### config.mk
export PLATFORM = sky130hd
export DESIGN_NAME = twbus_cond_monitor
export DESIGN_NICKNAME = d
export VERILOG_FILES = /design/src/rtl/tw_mon_pkg.sv /design/src/rtl/tw_mon_datapath.sv /design/src/rtl/tw_mon_ctrl.sv /design/src/rtl/twbus_cond_monitor.sv
export SDC_FILE = /design/constraint.sdc
export NUM_CORES = 1
export LEC_CHECK = 0
export ABC_CLOCK_PERIOD_IN_PS = 2300
export CORE_MARGIN = 10
export CORE_UTILIZATION = 40
export CTS_CLUSTER_DIAMETER = 200
export DETAILED_ROUTE_END_ITERATION = 10
export PLACE_DENSITY_LB_ADDON = 0.08
export SKIP_LAST_GASP = 1
export SYNTH_ARGS = -nofsm -noshare
export SYNTH_HDL_FRONTEND = slang
export SYNTH_SLANG_ARGS = --single-unit
### constraint.sdc
create_clock -name clk -period 2.3 [get_ports clk]
set_clock_uncertainty 0.2 [all_clocks]
set_input_delay 0.345 -clock clk [delete_from_list [all_inputs] [get_ports clk]]
set_output_delay 0.345 -clock clk [all_outputs]
set_load 0.01 [all_outputs]
### src/rtl/tw_mon_pkg.sv
package tw_mon_pkg;

  // line events decoded by the datapath
  typedef struct packed {
    logic startEvt;
    logic stopEvt;
    logic sclRise;
  } lineEvt_t;

  // strobes from control back to the datapath
  typedef struct packed {
    logic frameRst;
    logic idleHold;
  } ctrlCmd_t;

endpackage

### src/rtl/tw_mon_datapath.sv
module tw_mon_datapath
  import tw_mon_pkg::*;
#(
  parameter int SYNC_STAGES = 2,
  parameter int FRAME_BITS  = 9,
  parameter int IDLE_W      = 16,
  localparam int CNT_W      = $clog2(FRAME_BITS + 1)
) (
  input  logic              clk,
  input  logic              rstN,
  input  logic              sclIn,
  input  logic              sdaIn,
  input  ctrlCmd_t          cmd,
  input  logic [IDLE_W-1:0] idleLimit,
  output lineEvt_t          evt,
  output logic [CNT_W-1:0]  bitCnt,
  output logic              idleDone
);

  localparam logic [CNT_W-1:0]  LAST_POS = CNT_W'(FRAME_BITS);
  localparam logic [IDLE_W-1:0] IDLE_MAX = '1;

  logic [SYNC_STAGES-1:0] sclSync, sdaSync;
  logic sclNow, sdaNow, sclPrev, sdaPrev;
  logic [IDLE_W-1:0] idleCnt;

  // two or more flops per line; idle bus level is high
  always_ff @(posedge clk or negedge rstN) begin
    if (!rstN) begin
      sclSync <= '1;
      sdaSync <= '1;
      sclPrev <= 1'b1;
      sdaPrev <= 1'b1;
    end else begin
      sclSync <= {sclSync[SYNC_STAGES-2:0], sclIn};
      sdaSync <= {sdaSync[SYNC_STAGES-2:0], sdaIn};
      sclPrev <= sclNow;
      sdaPrev <= sdaNow;
    end
  end

  assign sclNow = sclSync[SYNC_STAGES-1];
  assign sdaNow = sdaSync[SYNC_STAGES-1];

  // conditions need the clock high on both samples
  always_comb begin
    evt.startEvt = sclNow && sclPrev && sdaPrev && !sdaNow;
    evt.stopEvt  = sclNow && sclPrev && !sdaPrev && sdaNow;
    evt.sclRise  = sclNow && !sclPrev;
  end

  // position inside the frame: data bits then acknowledge
  always_ff @(posedge clk or negedge rstN) begin
    if (!rstN) begin
      bitCnt <= '0;
    end else if (cmd.frameRst) begin
      bitCnt <= '0;
    end else if (evt.sclRise) begin
      bitCnt <= (bitCnt == LAST_POS) ? CNT_W'(1) : bitCnt + 1'b1;
    end
  end

  // saturating idle counter, held at zero while busy
  always_ff @(posedge clk or negedge rstN) begin
    if (!rstN) begin
      idleCnt <= '0;
    end else if (cmd.idleHold) begin
      idleCnt <= '0;
    end else if (idleCnt != IDLE_MAX) begin
      idleCnt <= idleCnt + 1'b1;
    end
  end

  assign idleDone = (idleCnt >= idleLimit);

endmodule

### src/rtl/tw_mon_ctrl.sv
module tw_mon_ctrl
  import tw_mon_pkg::*;
#(
  parameter int FRAME_BITS = 9,
  localparam int CNT_W     = $clog2(FRAME_BITS + 1)
) (
  input  logic             clk,
  input  logic             rstN,
  input  lineEvt_t         evt,
  input  logic [CNT_W-1:0] bitCnt,
  input  logic             idleDone,
  input  logic             enable,
  input  logic             busyClr,
  input  logic             errClr,
  output ctrlCmd_t         cmd,
  output logic             busBusy,
  output logic             busError,
  output logic             wakePulse,
  output logic             slaveRelease,
  output logic             busFree,
  output logic             inAck
);

  // edges allowed before a condition counts as mid-byte
  localparam int LEGAL_RISES = 1;
  localparam logic [CNT_W-1:0] LEGAL_MAX = CNT_W'(LEGAL_RISES);
  localparam logic [CNT_W-1:0] ACK_POS   = CNT_W'(FRAME_BITS);

  logic condSeen;
  logic illegal;

  assign condSeen = evt.startEvt || evt.stopEvt;
  assign illegal  = condSeen && busBusy && (bitCnt > LEGAL_MAX);

  always_ff @(posedge clk or negedge rstN) begin
    if (!rstN) begin
      busBusy <= 1'b0;
    end else if (evt.startEvt) begin
      busBusy <= 1'b1;
    end else if (evt.stopEvt || busyClr) begin
      busBusy <= 1'b0;
    end
  end

  always_ff @(posedge clk or negedge rstN) begin
    if (!rstN) begin
      busError <= 1'b0;
    end else if (illegal) begin
      busError <= 1'b1;
    end else if (errClr) begin
      busError <= 1'b0;
    end
  end

  always_ff @(posedge clk or negedge rstN) begin
    if (!rstN) begin
      wakePulse <= 1'b0;
    end else begin
      wakePulse <= evt.startEvt && enable;
    end
  end

  always_comb begin
    cmd.frameRst = condSeen;
    cmd.idleHold = busBusy;
  end

  assign slaveRelease = illegal;
  assign busFree      = !busBusy && idleDone;
  assign inAck        = (bitCnt == ACK_POS);

endmodule

### src/rtl/twbus_cond_monitor.sv
module twbus_cond_monitor
  import tw_mon_pkg::*;
#(
  parameter int SYNC_STAGES = 2,
  parameter int FRAME_BITS  = 9,
  parameter int IDLE_W      = 16
) (
  input  logic                              clk,
  input  logic                              rstN,
  input  logic                              sclIn,
  input  logic                              sdaIn,
  input  logic                              enable,
  input  logic                              busyClr,
  input  logic                              errClr,
  input  logic [IDLE_W-1:0]                 idleLimit,
  output logic                              startPulse,
  output logic                              stopPulse,
  output logic                              busBusy,
  output logic [$clog2(FRAME_BITS+1)-1:0]   bitIndex,
  output logic                              inAck,
  output logic                              busError,
  output logic                              slaveRelease,
  output logic                              wakePulse,
  output logic                              busFree
);

  lineEvt_t evt;
  ctrlCmd_t cmd;
  logic     idleDone;

  tw_mon_datapath #(
    .SYNC_STAGES(SYNC_STAGES),
    .FRAME_BITS (FRAME_BITS),
    .IDLE_W     (IDLE_W)
  ) u_dp (
    .clk      (clk),
    .rstN     (rstN),
    .sclIn    (sclIn),
    .sdaIn    (sdaIn),
    .cmd      (cmd),
    .idleLimit(idleLimit),
    .evt      (evt),
    .bitCnt   (bitIndex),
    .idleDone (idleDone)
  );

  tw_mon_ctrl #(
    .FRAME_BITS(FRAME_BITS)
  ) u_ctrl (
    .clk         (clk),
    .rstN        (rstN),
    .evt         (evt),
    .bitCnt      (bitIndex),
    .idleDone    (idleDone),
    .enable      (enable),
    .busyClr     (busyClr),
    .errClr      (errClr),
    .cmd         (cmd),
    .busBusy     (busBusy),
    .busError    (busError),
    .wakePulse   (wakePulse),
    .slaveRelease(slaveRelease),
    .busFree     (busFree),
    .inAck       (inAck)
  );

  assign startPulse = evt.startEvt;
  assign stopPulse  = evt.stopEvt;

endmodule

==> flow_summary.ini, run 1 <==
[status]
outcome = complete, but fails checks
violations = setup timing

[clock_tree]
cts-root-buf = clkbuf_8
cts_buffers = 5
cts_tree = done
clock-sinks = 29
cts_max_level = 2
clock_latency_ns = 0.28
clk_path_buf_depth = 2
clkTransAtPathRegs_ns = 0.06

[timing]
setup_ws_ns = -0.04042
finalHoldViolCount = 0
period_needed_ns = 2.340
fmax_mhz = 427.3
fin_crit_sh = 1.018
tightest_slew_ns = 0.6503
setup_violations = 1
fin_tns_setup_ns = -0.04042
slew_headroom = 0.5625
slew_viol_final = 0
rsz0062_at_grt = true
worst_hold_slack_ns = 0.1558

[yosys]
synth_nets = 233
synth-seq-cells = 29
async_flop_share = 1.000
yosysSeqAreaShare = 0.4005
synth_area_per_cell_um2 = 9.634
yosys.area.top_type = dfrtp_1
synth_top_area_share = 0.3144
syn-cell-area_mm2 = 0.001831
ys_top_cells_by_area = dfrtp_1, ha_1, dfstp_2
synth_ff_type = dfrtp_1
syn_inst = 190
ys_warn_count = 0
yosysUniqueCellTypes = 42
synth-edff-count = 0

[place]
place.gp.congestion = 0.8480
place_hpwl_um = 3426
port_buffers = 34

[global_routing]
grt_max_degree = 30
grt_pass1_wl_um = 7438
grt_pass1_vias = 1701
track_usage = 0.1188
antenna_found_initial = 0
grt_overflow = 0

[floorplanning]
placementRows = 24
fp.dieH_um = 87.65
ios = 35
dieArea_mm2 = 0.007683
die_w_um = 87.65
coreArea_mm2 = 0.004384
initial_core_util = 0.4175

[pwr]
pwr_density_cell_mw_per_mm2 = 628.7
power_mw = 1.670
max-vdd-ir-drop_v = 0.0004483
p_leak_nw = 1.284

[drt]
drc = 0
vias = 1576
routed_via_density = 5.167
drt.antenna.violating_nets = 0
wl_per_cell_um = 14.66
wl_um = 4470
drt_iter0_drc = 107
firstDrtPassIters = 4

[finish]
layout-drive-gt1-share = 0.2925
antenna_cells = 0
nets = 295
final_util = 0.6059
multi_input_area_mm2 = 0.001149
ff_latch_area_um2 = 734.5
area_delta_synth_final_pct = 45.11
fillerInstances = 358

[critical_path]
crit_path_top_delay_cell = clkdlybuf4s50_1
crit_family = buffers and inverters
crit_arrival_ns = 1.80
path_cells = clkdlybuf4s50_1 > inv_1 > ha_4 > nand2_1 > nor2_2 > nand3_1 > a21oi_1 > buf_2
critPathLaunchType = input pin
endpoint_kind = primary output
worst-path-max-fanout = 2
worst-path-buf-inv = 3
required_ns = 1.75
path_class = input pin to primary output
max_stage_delay_ns = 0.48

[worst_hold_path]
hold_class = flip-flop to flip-flop

[flow_run]
cap_violations = 0
-- layout make-up --
cell class              count  share of cell area
clock inverters             2            0.005181
clock buffers               6             0.03109
multi-input cells         137              0.4324
repair buffers             57              0.1992
well taps                  52             0.02449
flip-flops and latches     29              0.2765
inverters                  22             0.03109
-- Yosys cell counts, types with 3 or more instances --
cell type,number
ha_1,20
o21ai_0,6
a21oi_1,16
nand2b_1,4
a211oi_1,5
nand4_1,3
inv_1,22
nor3_1,4
nor2_1,17
nand3_1,8
xnor2_1,8
nand2_1,13
dfrtp_1,23
dfstp_2,6
-- metal layers --
| metal | share of wire | global-route usage | vias up |
|---|---|---|---|
| met5 | 0 | 0 | - |
| met4 | 0.011 | 0.03768 | 0 |
| met3 | 0.062 | 0.04271 | 6 |
| met2 | 0.52 | 0.2149 | 37 |
| met1 | 0.41 | 0.1247 | 745 |
| li1 | - | - | 788 |
-- through the flow --
stage,cell area (um2),instances,setup slack [ns]
2_1_floorplan,1831,190,0.3915
3_3_place_gp,2371,295,-0.5180
3_5_place_dp,2371,295,-0.5449
4_1_cts,2479,304,-0.1252
5_1_grt,2656,305,-0.1243
6_report,2656,305,-0.04042
-- registers in the layout, summed over array words and instances, names as in the netlist --
register,count
u_dp.sdaPrev,1
u_dp.bitCnt,4
u_ctrl.busBusy,1
u_dp.sclPrev,1
u_ctrl.wakePulse,1
u_dp.idleCnt,16
u_dp.sclSync,2
u_dp.sdaSync,2
u_ctrl.busError,1
-- layout by cell type (no fill, tap or decap), drive strengths merged, types with 4 or more instances in the layout --
master / n
dlymetal6s2s: 9
a21oi: 17
nand2b: 4
xnor2: 8
buf: 24
clkbuf: 6
dfrtp: 23
nand2: 14
ha: 20
nand3: 10
clkdlybuf4s50: 23
dfstp: 6
nor3: 6
nor2: 18
a211oi: 6
inv: 22
o21ai: 6
-- report_power, final --
group	internal (mW)	switching, mW
Combinational	0.305	0.282
Sequential	0.583	0.0639
Clock	0.242	0.194
-- kinds of logic after synthesis --
family / synth area share
AND/OR/NAND/NOR: 0.2160
AO/OA/AOI/OAI: 0.1511
flip-flops: 0.4005
buffers and inverters: 0.05742
adder cells (fa/ha/maj): 0.1367
XOR/XNOR: 0.03828
-- path summary, 6_finish.rpt --
| path | start | endpoint | slack (ns) | depth (start not counted) |
|---|---|---|---|---|
| max | idleLimit[15] | busFree | -0.04 | 8 |
| min | u_dp.sdaSync[0]$_DFF_PN1_ | u_dp.sdaSync[1]$_DFF_PN1_ | 0.16 | 0 |
| max reg2reg | u_dp.idleCnt[1]$_DFFE_PN0P_ | u_dp.idleCnt[10]$_DFFE_PN0P_ | 0.25 | 7 |
| min reg2reg | u_dp.sdaSync[0]$_DFF_PN1_ | u_dp.sdaSync[1]$_DFF_PN1_ | 0.16 | 0 |
| max in group asynchronous | rstN | u_dp.sclPrev$_DFF_PN1_ | 1.34 | 2 |
| min in group asynchronous | rstN | u_dp.idleCnt[2]$_DFFE_PN0P_ | 0.25 | 2 |
-- what timing repair did --
action                     CTS  global route
hold buffers                 0             0
resized for setup            8            34
pin swaps                    2            15
setup endpoints to repair    3             3
buffers inserted             1             1
No activity file was read; power rests on OpenSTA's default activity.
==> inputs of run 2 (changes only) <==
ABC_CLOCK_PERIOD_IN_PS = default   (was 2300)
==> results of run 2 <==
The final DEF is identical to that of run 1; final timing and power are the same.
